File: config.mk
export PLATFORM = sky130hd
export DESIGN_NAME = rstseq_top
export DESIGN_NICKNAME = d
export VERILOG_FILES = /design/src/rtl/rstseq_pkg.sv /design/src/rtl/rstseq_sync.sv /design/src/rtl/rstseq_cause.sv /design/src/rtl/rstseq_seq.sv /design/src/rtl/rstseq_top.sv
export SDC_FILE = /design/constraint.sdc
export NUM_CORES = 1
export LEC_CHECK = 0
export BUFFER_PORTS_ARGS = -buffer_cell sky130_fd_sc_hd__buf_4
export CAP_MARGIN = 20
export CORE_MARGIN = 4
export CORE_UTILIZATION = 48
export CTS_CLUSTER_DIAMETER = 50
export DETAILED_ROUTE_END_ITERATION = 10
export GPL_ROUTABILITY_DRIVEN = 0
export PLACE_DENSITY = 0.8
export SYNTH_ARGS = -nofsm -noshare
export SYNTH_HDL_FRONTEND = slang
export SYNTH_HIERARCHICAL = 1
export SYNTH_SLANG_ARGS = --single-unit
File: constraint.sdc
create_clock -name clk -period 2.32 [get_ports clk]
set_clock_uncertainty 0.1 [all_clocks]
set_input_delay 0.464 -clock clk [delete_from_list [all_inputs] [get_ports clk]]
set_output_delay 0.464 -clock clk [all_outputs]
set_load 0.03 [all_outputs]
File: src/rtl/rstseq_pkg.sv
package rstseq_pkg;

   typedef enum logic [1:0] {
      ST_RUN   = 2'd0,
      ST_DRIVE = 2'd1,
      ST_WAIT  = 2'd2
   } seq_state_e;

   localparam int CAUSE_W    = 4;
   localparam int CAUSE_POR  = 0;
   localparam int CAUSE_LVD  = 1;
   localparam int CAUSE_WDOG = 2;
   localparam int CAUSE_PIN  = 3;

   // Priority encoder: low-voltage > watchdog > external pin.
   function automatic logic [CAUSE_W-1:0] pick_cause(input logic lvd,
                                                     input logic wdog,
                                                     input logic pin_ext);
      logic [CAUSE_W-1:0] c;
      c = '0;
      if (lvd)          c[CAUSE_LVD]  = 1'b1;
      else if (wdog)    c[CAUSE_WDOG] = 1'b1;
      else if (pin_ext) c[CAUSE_PIN]  = 1'b1;
      else              c[CAUSE_POR]  = 1'b1;
      return c;
   endfunction

endpackage

File: src/rtl/rstseq_sync.sv
module rstseq_sync #(
   parameter int   STAGES  = 2,
   parameter logic RST_VAL = 1'b1
) (
   input  logic clk,
   input  logic rst_n,
   input  logic d,
   output logic q
);
   if (STAGES < 2) begin : g_bad_stages
      $error("rstseq_sync: STAGES must be at least 2");
   end

   logic [STAGES-1:0] chain;

   always_ff @(posedge clk or negedge rst_n) begin
      if (!rst_n) chain <= {STAGES{RST_VAL}};
      else        chain <= {chain[STAGES-2:0], d};
   end

   assign q = chain[STAGES-1];
endmodule

File: src/rtl/rstseq_cause.sv
module rstseq_cause
   import rstseq_pkg::*;
(
   input  logic               clk,
   input  logic               rst_n,
   input  logic               capture,
   input  logic               lvd,
   input  logic               wdog,
   input  logic               pin_ext,
   input  logic               mark_pin,
   output logic [CAUSE_W-1:0] cause
);
   always_ff @(posedge clk or negedge rst_n) begin
      if (!rst_n) begin
         cause <= CAUSE_W'(1) << CAUSE_POR;
      end else if (capture) begin
         cause <= pick_cause(lvd, wdog, pin_ext);
      end else if (mark_pin) begin
         cause <= CAUSE_W'(1) << CAUSE_PIN;
      end
   end

   // status word is one-hot at all times
   p_cause_onehot_r5: assert property (@(posedge clk) disable iff (!rst_n)
      $countones(cause) == 1);

   // a failed sample leaves the pin bit as the cause
   p_mark_pin_r7: assert property (@(posedge clk) disable iff (!rst_n)
      (mark_pin && !capture) |=> cause[CAUSE_PIN]);
endmodule

File: src/rtl/rstseq_seq.sv
module rstseq_seq
   import rstseq_pkg::*;
#(
   parameter int DRIVE_CYC  = 34,
   parameter int SAMPLE_CYC = 38
) (
   input  logic clk,
   input  logic rst_n,
   input  logic start,
   input  logic pin_hi,
   output logic drive_low,
   output logic in_run,
   output logic sys_rst,
   output logic release_o,
   output logic bad_sample
);
   localparam int MAX_CYC = (DRIVE_CYC > SAMPLE_CYC) ? DRIVE_CYC : SAMPLE_CYC;
   localparam int CNT_W   = $clog2(MAX_CYC);
   localparam logic [CNT_W-1:0] DRV_LAST = CNT_W'(DRIVE_CYC - 1);
   localparam logic [CNT_W-1:0] SMP_LAST = CNT_W'(SAMPLE_CYC - 1);

   if (DRIVE_CYC < 2 || SAMPLE_CYC < 2) begin : g_bad_len
      $error("rstseq_seq: DRIVE_CYC and SAMPLE_CYC must be at least 2");
   end

   seq_state_e       st, st_n;
   logic [CNT_W-1:0] cnt, cnt_n;

   always_comb begin
      st_n       = st;
      cnt_n      = cnt;
      release_o  = 1'b0;
      bad_sample = 1'b0;
      case (st)
         ST_RUN: begin
            if (start) begin
               st_n  = ST_DRIVE;
               cnt_n = '0;
            end
         end
         ST_DRIVE: begin
            if (cnt == DRV_LAST) begin
               st_n  = ST_WAIT;
               cnt_n = '0;
            end else begin
               cnt_n = cnt + 1'b1;
            end
         end
         ST_WAIT: begin
            if (cnt == SMP_LAST) begin
               cnt_n = '0;
               if (pin_hi) begin
                  st_n      = ST_RUN;
                  release_o = 1'b1;
               end else begin
                  bad_sample = 1'b1;
               end
            end else begin
               cnt_n = cnt + 1'b1;
            end
         end
         default: begin
            st_n  = ST_DRIVE;
            cnt_n = '0;
         end
      endcase
   end

   always_ff @(posedge clk or negedge rst_n) begin
      if (!rst_n) begin
         st      <= ST_DRIVE;
         cnt     <= '0;
         sys_rst <= 1'b1;
      end else begin
         st      <= st_n;
         cnt     <= cnt_n;
         sys_rst <= (st != ST_RUN);
      end
   end

   assign drive_low = (st == ST_DRIVE);
   assign in_run    = (st == ST_RUN);

   // Checker counters, independent of the sequencer counter
   logic [CNT_W:0] drv_seen;
   logic [CNT_W:0] wait_seen;
   always_ff @(posedge clk or negedge rst_n) begin
      if (!rst_n) begin
         drv_seen  <= '0;
         wait_seen <= '0;
      end else begin
         drv_seen  <= drive_low ? drv_seen + 1'b1 : '0;
         wait_seen <= (!drive_low && !in_run && !bad_sample) ? wait_seen + 1'b1 : '0;
      end
   end

   // drive-low stretch has exactly DRIVE_CYC cycles
   p_drive_len_r1: assert property (@(posedge clk) disable iff (!rst_n)
      $fell(drive_low) |-> drv_seen == (CNT_W+1)'(DRIVE_CYC));

   // a release sample happens SAMPLE_CYC cycles into the wait
   p_wait_len_r2: assert property (@(posedge clk) disable iff (!rst_n)
      release_o |-> wait_seen == (CNT_W+1)'(SAMPLE_CYC - 1));

   // an idle request drives the line from the next cycle
   p_start_r3: assert property (@(posedge clk) disable iff (!rst_n)
      (in_run && start) |=> drive_low);

   // the system reset covers the drive interval
   p_sysrst_cover_r8: assert property (@(posedge clk) disable iff (!rst_n)
      drive_low |=> sys_rst);
endmodule

File: src/rtl/rstseq_top.sv
module rstseq_top
   import rstseq_pkg::*;
#(
   parameter int DRIVE_CYC   = 34,
   parameter int SAMPLE_CYC  = 38,
   parameter int SYNC_STAGES = 2
) (
   input  logic               clk,
   input  logic               por_n,
   input  logic               lvd_req,
   input  logic               wdog_req,
   input  logic               pin_in,
   input  logic               mode_sel_in,
   output logic               pin_drive_low,
   output logic               sys_rst,
   output logic [CAUSE_W-1:0] rst_cause,
   output logic               debug_mode
);
   if (SAMPLE_CYC < SYNC_STAGES + 1) begin : g_bad_sample
      $error("rstseq_top: SAMPLE_CYC must cover the synchronizer latency");
   end

   logic pin_s;
   logic in_run;
   logic release_w;
   logic bad_w;
   logic start_w;
   logic pin_ext;

   rstseq_sync #(.STAGES(SYNC_STAGES), .RST_VAL(1'b1)) u_pin_sync (
      .clk   (clk),
      .rst_n (por_n),
      .d     (pin_in),
      .q     (pin_s)
   );

   assign pin_ext = ~pin_s;
   assign start_w = in_run & (lvd_req | wdog_req | pin_ext);

   rstseq_seq #(.DRIVE_CYC(DRIVE_CYC), .SAMPLE_CYC(SAMPLE_CYC)) u_seq (
      .clk        (clk),
      .rst_n      (por_n),
      .start      (start_w),
      .pin_hi     (pin_s),
      .drive_low  (pin_drive_low),
      .in_run     (in_run),
      .sys_rst    (sys_rst),
      .release_o  (release_w),
      .bad_sample (bad_w)
   );

   rstseq_cause u_cause (
      .clk      (clk),
      .rst_n    (por_n),
      .capture  (start_w),
      .lvd      (lvd_req),
      .wdog     (wdog_req),
      .pin_ext  (pin_ext),
      .mark_pin (bad_w),
      .cause    (rst_cause)
   );

   always_ff @(posedge clk or negedge por_n) begin
      if (!por_n)         debug_mode <= 1'b0;
      else if (release_w) debug_mode <= ~mode_sel_in;
   end

   // requests during the drive leave the cause untouched
   p_cause_hold_r10: assert property (@(posedge clk) disable iff (!por_n)
      pin_drive_low |=> $stable(rst_cause));

   // captured mode holds while the system runs
   p_mode_hold_r9: assert property (@(posedge clk) disable iff (!por_n)
      ($past(!sys_rst) && !sys_rst) |-> $stable(debug_mode));
endmodule

==> impl_results.md, run 1 <==
* Worst-path maximum fanout at 9
* LEAKAGE at 0.463 nW
* Setup WS pre-CTS at 0.415 ns
* Setup ws final at 0.394 ns
* I/O pin count at 13
* Clock Sinks at 16
* Port bufs at 12
* Top_reg_cell synth: dfrtp_1
* First-pass GRT wire length at 3190 microns
* Fin. Hold Viols at 0
* Core Rows at 14
* Delay-heaviest family, CP: flip-flops
* CTS resizes at 0
* Slew @ Worst Pin at 0.298 ns
* Clock slew at reported path FFs at 0.09 ns
* CTS tree: built
* Worst Path Arrival at 2.01 ns
* First-pass DRT Iterations at 2
* GRT Total Usage at 16.8%
* Count of different cell masters after synthesis at 29
* Largest net degree at the start of global routing at 17
* Slowest CP cell: dfstp_2
* Wire per inst at 14.3 microns
* Final setup vio count at 0
* Fillers at 127
* Most frequent cells in the layout: buf_4, inv_1, dfrtp_1
* Commonest non-fill, non-tap cell in the layout: buf_4
* Final instance area at 0.00100 sq mm
* MaxCap Viol Count at 0
* CP endpoint kind: flip-flop
* Clk_lat worst skew at 0.29 ns
* DRT iter0 DRCs at 10
* WS Path Type: reg2reg
* Share of layout cells above drive strength 1 at 28.6%
* Clk root buf: clkbuf_4
* Detailed placement HPWL at 1300 microns
* Total grt overflow at 0
* Clock Tree Buf Depth at 2
* Worst Path Buf+Inv at 2
* Fmax at 519 MHz
* Synth warn at 6
* Starting Density at 53.5%
* CTS buffer count at 3
* Max-slew violations at 0
* CP Cell Sequence: inv_1 -> ha_1 -> o31a_1 -> nor2b_1 -> buf_4 -> nor3_1 -> a21oi_1 -> o21ai_1
* Startpoint types: flip-flop
* Slowest stage delay, CP at 0.55 ns
* Total nets after synthesis at 92
* #FFs+latches synth at 16
* Peak supply drop at 0.279 mV
* Drt total wl at 1630 microns
* Worst Path Required at 2.41 ns
* Core box area at 0.00158 sq mm
* Period utilization at 83.0%
* Tmin final at 1.93 ns
* N_diodes at 0
* NumNets Final at 110
* Initial antenna violation count at 0
* FF/Latch Area at 407 sq um
* Worst rel slew slack at 80.1%
* Number of synthesized flops with an enable pin at 0
* Die area at 0.00249 sq mm
* Post-Syn Area at 843 sq um
* Number of global-route vias before repair at 709
* Routed Antenna Nets at 0
* Via count at 631
* Multi-input logic area at 392 sq um
* Seq/Total Area, Yosys at 48.2%
* Number of remaining DRC errors at 0
* Drt via density at 5.54
* Die width at 49.9 microns
* Post-Syn Instances at 81
* Die height at 49.9 microns
* Unrepaired setup endpoints after global routing: no
* PD cells at 479 mW/mm^2
* Htree depth at 1
* Worst Hold Class: in2reg
* FFs w/ async S/R, synth at 100%
* DP Area at 957 sq um
* Syn_area_per_cell at 10.4 sq um
* Area Overhead vs Synth at 19.0%
* Status: finished, final reports clean
* Setup TNS at 0 ns
-- cell type report --
class / count / area share [%]
Sequential cell: 16 / 40.5
Multi-Input combinational cell: 53 / 39.0
Timing Repair Buffer: 14 / 10.7
Inverter: 11 / 4.11
Clock buffer: 4 / 3.62
Tap cell: 16 / 2.00
-- flip-flops by register name (all words and copies together) (netlist names) --
| signal | count |
|---|---|
| u_pin_sync/chain | 2 |
| debug_mode | 1 |
| u_seq/st | 2 |
| u_cause/cause | 4 |
| u_seq/cnt | 6 |
| u_seq/sys_rst | 1 |
-- report_power, final --
group          switching, mW  leakage (nW)  internal, mW
clock                 0.0851        0.0210        0.0957
sequential           0.00129         0.186         0.282
combinational        0.00923         0.256       0.00727
-- through the flow --
step	cells	power (mW)	utilization (%)	hold slack (ns)
final	114	0.481	63.7	0.170
after global routing	114	0.508	63.7	0.148
after CTS	114	0.488	63.7	0.164
after detailed placement	109	0.304	60.7	0.234
after global placement	109	0.304	60.7	0.232
after floorplan	81	0.290	-	0.0684
-- Yosys cell counts, types with 2 or more instances --
master / n / share of area, %
dfrtp_1: 11 / 33
inv_1: 11 / 4.9
nand2_1: 8 / 3.6
nor2_1: 6 / 2.7
dfstp_2: 5 / 16
ha_1: 5 / 7.4
nand3_1: 5 / 3.0
nor3_1: 3 / 1.8
o21ai_1: 3 / 1.8
a22o_1: 2 / 2.1
a31oi_1: 2 / 1.5
mux2i_1: 2 / 2.4
nor2b_1: 2 / 1.5
-- repair_timing --
item / in CTS / in global routing
hold endpoints to repair: 11 / 0
hold buffers: 1 / 0
buffers inserted: 0 / 0
setup endpoints to repair: 0 / 0
-- final timing paths --
path / startpoint / to / slack (ns) / cells after the start
hold reg to reg: u_pin_sync/chain[0] / u_pin_sync/chain[1] / 0.27 / 0
hold / removal: pin_in / u_pin_sync/chain[0] / 0.17 / 1
max in group asynchronous: por_n / u_seq/sys_rst / 1.41 / 2
setup reg to reg: u_seq/st[0] / u_seq/cnt[4] / 0.39 / 8
setup / recovery: u_seq/st[0] / u_seq/cnt[4] / 0.39 / 8
min in group asynchronous: por_n / u_seq/st[1] / 0.45 / 2
-- worst reg2reg max path, delay by kind of cell (launching register included) --
family,cells,cell delay [ns]
compound gates,3,0.38
fa+ha+maj,1,0.24
buf+inv,2,0.27
flops,1,0.55
simple gates,2,0.28
-- cells by family after synthesis --
logic type	count (synthesis)	synth area share, %
multiplexers	3	3.71
buffers and inverters	12	5.34
AO/OA/AOI/OAI	18	19.4
adder cells (fa/ha/maj)	5	7.42
flip-flops	16	48.2
AND/OR/NAND/NOR	27	15.9
-- per-layer routing --
metal | track usage [%] | vias up | wire length (microns)
li1 | - | 316 | -
met5 | 0 | - | 0
met1 | 19.5 | 303 | 708
met4 | 5.07 | 0 | 14
met2 | 28.9 | 9 | 836
met3 | 6.02 | 3 | 75
(Power assumes the default switching activity.)
==> run 2, diff against run 1 <==
--- a/config.mk
+++ b/config.mk
@@ -12,7 +12,7 @@
 export CTS_CLUSTER_DIAMETER = 50
 export DETAILED_ROUTE_END_ITERATION = 10
 export GPL_ROUTABILITY_DRIVEN = 0
-export PLACE_DENSITY = 0.8
+export PLACE_DENSITY = 0.83
 export SYNTH_ARGS = -nofsm -noshare
 export SYNTH_HDL_FRONTEND = slang
 export SYNTH_HIERARCHICAL = 1
==> constraint.sdc (replaced) <==
create_clock -name clk -period 1.55 [get_ports clk]
set_clock_uncertainty 0.1 [all_clocks]
set_input_delay 0.31 -clock clk [delete_from_list [all_inputs] [get_ports clk]]
set_output_delay 0.31 -clock clk [all_outputs]
set_load 0.03 [all_outputs]
==> impl_results.md, run 2 (same netlist as run 1, synthesis figures left out) <==
* Clock Tree Buf Depth at 2
* CP endpoint kind: flip-flop
* Drt total wl at 2850 microns
* Wl on met1 at 1120 microns
* Top reg by flops: u_seq/cnt
* MaxCap Viol Count at 0
* R2R depth at 8
* Wire per inst at 20.5 microns
* DP Area at 0.00118 sq mm
* Setup WS pre-CTS at -0.225 ns
* Total grt overflow at 0
* Worst rel slew slack at 80.2%
* Worst Hold Depth at 1
* DRT iter0 DRCs at 37
* Top sig layer: met4
* Area Overhead vs Synth at 62.2%
* Unrepaired setup endpoints after global routing: yes
* First-pass DRT Iterations at 4
* Clk root buf: clkbuf_4
* Cells after DPL at 132
* Worst Path Required at 1.64 ns
* I/O pin count at 13
* Worst Path Arrival at 1.94 ns
* Peak supply drop at 0.482 mV
* Hold Path End: u_pin_sync/chain[0]
* Initial antenna violation count at 0
* Final core occ at 86.7%
* Failing checks: setup timing
* Total power at 0.750 mW
* Share of layout cells above drive strength 1 at 61.8%
* Setup ws final at -0.306 ns
* Worst-path maximum fanout at 8
* Detailed placement HPWL at 1510 microns
* N_diodes at 0
* Most frequent cells in the layout: buf_4, dfrtp_1, inv_1, nand2_1
* Number of remaining DRC errors at 0
* Clock slew at reported path FFs at 0.10 ns
* NumNets Final at 135
* Number of global-route vias before repair at 779
* Die area at 0.00249 sq mm
* Setup TNS at -2.74 ns
* Port bufs at 12
* R2r setup slk at -0.31 ns
* Core box area at 0.00158 sq mm
* Hold slack at 0.0164 ns
* LEAKAGE at 0.612 nW
* Final setup vio count at 14
* PD cells at 549 mW/mm^2
* Biggest regs: u_seq/cnt x6, u_cause/cause x4
* Status: complete, but fails checks
* CTS buffer count at 3
* Fmax at 539 MHz
* Reg2reg start: u_seq/st[1]
* Origin of the worst min-delay path: pin_in
* Via count at 845
* Clock Sinks at 16
* Commonest non-fill, non-tap cell in the layout: buf_4
* RR Endpoint: u_seq/cnt[3]
* Die width at 49.9 microns
* Htree depth at 1
* Die height at 49.9 microns
* Clk_lat worst skew at 0.29 ns
* Slew @ Worst Pin at 0.296 ns
* Startpoint types: flip-flop
* WS Path Type: reg2reg
* GRT Total Usage at 19.9%
* Final instance area at 0.00137 sq mm
* Worst Hold Class: in2reg
* Core Rows at 14
* Finished Layout Cells at 139
* Fillers at 72
* Met3 wire length at 285 microns
* Routed Antenna Nets at 0
* Drt via density at 6.08
* First-pass GRT wire length at 3780 microns
* Largest net degree at the start of global routing at 17
* Starting Density at 53.5%
* Fin. Hold Viols at 0
* CTS tree: built
* Period utilization at 120%
* Max-slew violations at 0
* Routed length on met2 at 1360 microns
* Max reg flops at 6
* Tmin final at 1.86 ns
## run 2: changes by cell type in the layout (fill, tap and decap cells not counted), moves of 2 or more
cell	delta
buf_6	+5
nor3_1	-2
ha_1	-4
nand3_1	-2
buf_4	+19
inv_1	-3
ha_2	+2
nor3_2	+2
ha_4	+2
nor2b_1	-2
nor2_1	-5
inv_2	+2
nor2_4	+4
## run 2: layer usage
layer  global-route usage (%)  up-vias
li1                         -      368
met4                     5.53        0
met2                     34.6       65
met3                     2.11       10
met5                        0        -
met1                     26.0      402
## run 2: worst max path at each step
| stage | startpoint | to | slack [ns] | cells past startpoint |
|---|---|---|---|---|
| 6_report | u_seq/st[1] | u_seq/cnt[3] | -0.31 | 8 |
| 5_1_grt | u_seq/st[0] | u_seq/cnt[3] | -0.35 | 7 |
| 4_1_cts | u_seq/st[0] | pin_drive_low | -0.20 | 3 |
| 3_5_place_dp | u_seq/st[0] | u_seq/st[1] | -0.23 | 6 |
| 3_3_place_gp | u_seq/st[0] | u_seq/st[1] | -0.16 | 6 |
| 2_1_floorplan | u_pin_sync/chain[1] | u_seq/st[1] | -0.21 | 6 |
## run 2: cell type report
cell class / count / area (sq um) / share of cell area, %
tap: 16 / 20.0 / 1.46
clock buffer: 4 / 36.3 / 2.65
timing repair buffer: 39 / 327 / 23.9
sequential: 16 / 407 / 29.7
inverter: 11 / 43.8 / 3.20
multi-input combinational: 53 / 534 / 39.1
## run 2: worst max-delay path, stage by stage, from the launching register on
cell and delay, ns:
dfrtp_1 0.45, inv_2 0.12, ha_4 0.15, o31a_1 0.25, nor2b_4 0.09, buf_12 0.14, buf_4 0.13, a31oi_1 0.21
o21ai_1 0.09
## run 2: power by group
group	total, mW	internal, mW	leakage, nW	switching (mW)
clock network	0.288	0.143	0.0210	0.145
logic	0.0384	0.0175	0.405	0.0209
registers	0.424	0.422	0.186	0.00148
total	0.750	0.583	0.612	0.167
## run 2: repair_timing
| item | in CTS | in global routing |
|---|---|---|
| pin swaps | 7 | 3 |
| endpoints found under the setup margin | 14 | 14 |
| gates resized for setup | 17 | 10 |
| hold buffers | 1 | 0 |
| buffers inserted | 3 | 2 |
| endpoints found under the hold margin | 16 | 0 |
==> run 3, diff against run 2 <==
--- a/config.mk
+++ b/config.mk
@@ -12,6 +12,7 @@
 export CTS_CLUSTER_DIAMETER = 50
 export DETAILED_ROUTE_END_ITERATION = 10
 export GPL_ROUTABILITY_DRIVEN = 0
+export GPL_TIMING_DRIVEN = 0
 export PLACE_DENSITY = 0.83
 export SYNTH_ARGS = -nofsm -noshare
 export SYNTH_HDL_FRONTEND = slang
==> constraint.sdc (replaced) <==
create_clock -name clk -period 1.55 [get_ports clk]
set_clock_uncertainty 0.1 [all_clocks]
set_input_delay 0.31 -clock clk [delete_from_list [all_inputs] [get_ports clk]]
set_output_delay 0.31 -clock clk [all_outputs]
set_load 0.01 [all_outputs]
==> impl_results.md, run 3 (same netlist as run 1, synthesis figures left out) <==
* Detailed placement HPWL at 1250 microns
* Wire per inst at 17.8 microns
* Routed Antenna Nets at 0
* Core Rows at 14
* Die area at 0.00249 sq mm
* Die width at 49.9 microns
* MaxCap Viol Count at 0
* First-pass GRT wire length at 3640 microns
* CTS tree: built
* Slew @ Worst Pin at 0.286 ns
* WS Path Type: reg2reg
* Failing checks: setup timing
* DRT iter0 DRCs at 19
* Initial antenna violation count at 0
* Period utilization at 115%
* N_diodes at 0
* Tmin final at 1.78 ns
* CP endpoint kind: flip-flop
* Worst Path Required at 1.64 ns
* GRT Total Usage at 19.6%
* Total grt overflow at 0
* Top reg by flops: u_seq/cnt
* Core box area at 0.00158 sq mm
* Clock Tree Buf Depth at 2
* Drt via density at 5.93
* DP Area at 997 sq um
* Total power at 0.699 mW
* Clk root buf: clkbuf_4
* Worst rel slew slack at 80.9%
* CTS buffer count at 3
* Final core occ at 79.0%
* Clk_lat worst skew at 0.30 ns
* NumNets Final at 126
* Setup WS pre-CTS at -0.314 ns
* Slowest stage delay, CP at 0.57 ns
* Number of remaining DRC errors at 0
* Max reg flops at 6
* Fmax at 562 MHz
* Slowest CP cell: dfstp_2
* Startpoint types: flip-flop
* Max-slew violations at 0
* Port bufs at 12
* Biggest regs: u_seq/cnt x6, u_cause/cause x4
* Number of global-route vias before repair at 765
* Unrepaired setup endpoints after global routing: yes
* Largest net degree at the start of global routing at 17
* CP Cell Sequence: inv_4 -> ha_2 -> nor2_2 -> a21oi_4 -> a21oi_4 -> mux2_4
* First-pass DRT Iterations at 4
* Setup TNS at -1.60 ns
* Final setup vio count at 14
* Fin. Hold Viols at 0
* I/O pin count at 13
* PD cells at 562 mW/mm^2
* Peak supply drop at 0.731 mV
* Htree depth at 1
* Share of layout cells above drive strength 1 at 57.9%
* Area Overhead vs Synth at 47.6%
* Worst Path Arrival at 1.87 ns
* Commonest non-fill, non-tap cell in the layout: buf_4
* Worst Hold Class: in2reg
* Worst-path maximum fanout at 4
* Clock slew at reported path FFs at 0.09 ns
* Status: complete, but fails checks
* Starting Density at 53.5%
* Final instance area at 0.00124 sq mm
* Clock Sinks at 16
* Die height at 49.9 microns
* Critical Path Most Common Cell: a21oi_4
* LEAKAGE at 0.540 nW
* Via count at 771
* Most frequent cells in the layout: buf_4, dfrtp_1, inv_1
* Setup ws final at -0.228 ns
* Drt total wl at 2310 microns
* Fillers at 86
==> run 3: area by class of cell <==
class                   instances  area [sq um]  area share, %
multi-input cells              53           500           40.2
clock buffers                   4          26.3           2.11
inverters                      11          43.8           3.52
plain buffers                   1          15.0           1.21
flip-flops and latches         16           408           32.8
well taps                      16          20.0           1.61
repair buffers                 29           231           18.6
==> run 3: worst paths after layout <==
check                      cells after the start  slack [ns]                 from                  end
min reg2reg                                    0        0.27  u_pin_sync/chain[0]  u_pin_sync/chain[1]
max in group asynchronous                      2        0.81                por_n          u_seq/st[0]
min                                            1        0.01               pin_in  u_pin_sync/chain[0]
max reg2reg                                    6       -0.23          u_seq/st[0]          u_seq/st[1]
max                                            6       -0.23          u_seq/st[0]          u_seq/st[1]
min in group asynchronous                      2        0.29                por_n           debug_mode
==> run 3: report_power, final <==
part | internal (mW) | switching, mW
Clock | 0.100 | 0.144
Sequential | 0.422 | 0.00180
Combinational | 0.0128 | 0.0177
Total | 0.536 | 0.164
==> run 3: layer usage <==
metal | global-route usage, % | share of wire, % | wire length (microns) | vias to the layer above
li1 | - | - | - | 349
met1 | 22.9 | 39 | 908 | 384
met2 | 33.3 | 51 | 1190 | 29
met3 | 3.01 | 5.2 | 121 | 9
met4 | 12.0 | 4.2 | 97 | 0
met5 | 0 | 0 | 0 | -
==> run 3: timing repair <==
action                     CTS  global route
hold endpoints to repair    16             0
cloned                       1             0
hold buffers                 1             0
setup endpoints to repair   14            14
pin swaps                    8             4
gates resized for setup     17             8
setup buffers               11             5
==> run 3: worst max-delay path, delay by kind of cell (launching register included) <==
family          cells  cell delay [ns]
fa+ha+maj           1             0.22
compound gates      2             0.25
mux                 1             0.31
flops               1             0.57
simple gates        1             0.16
buf+inv             1             0.05
==> run 3: stage by stage <==
| stage | std cells | hold slack (ns) |
|---|---|---|
| 5_1_grt | 130 | 0.000499 |
| 6_report | 130 | 0.0120 |
| 4_1_cts | 126 | 0.0141 |
| 3_3_place_gp | 109 | 0.0747 |
| 2_1_floorplan | 81 | -0.0856 |
| 3_5_place_dp | 109 | 0.0783 |
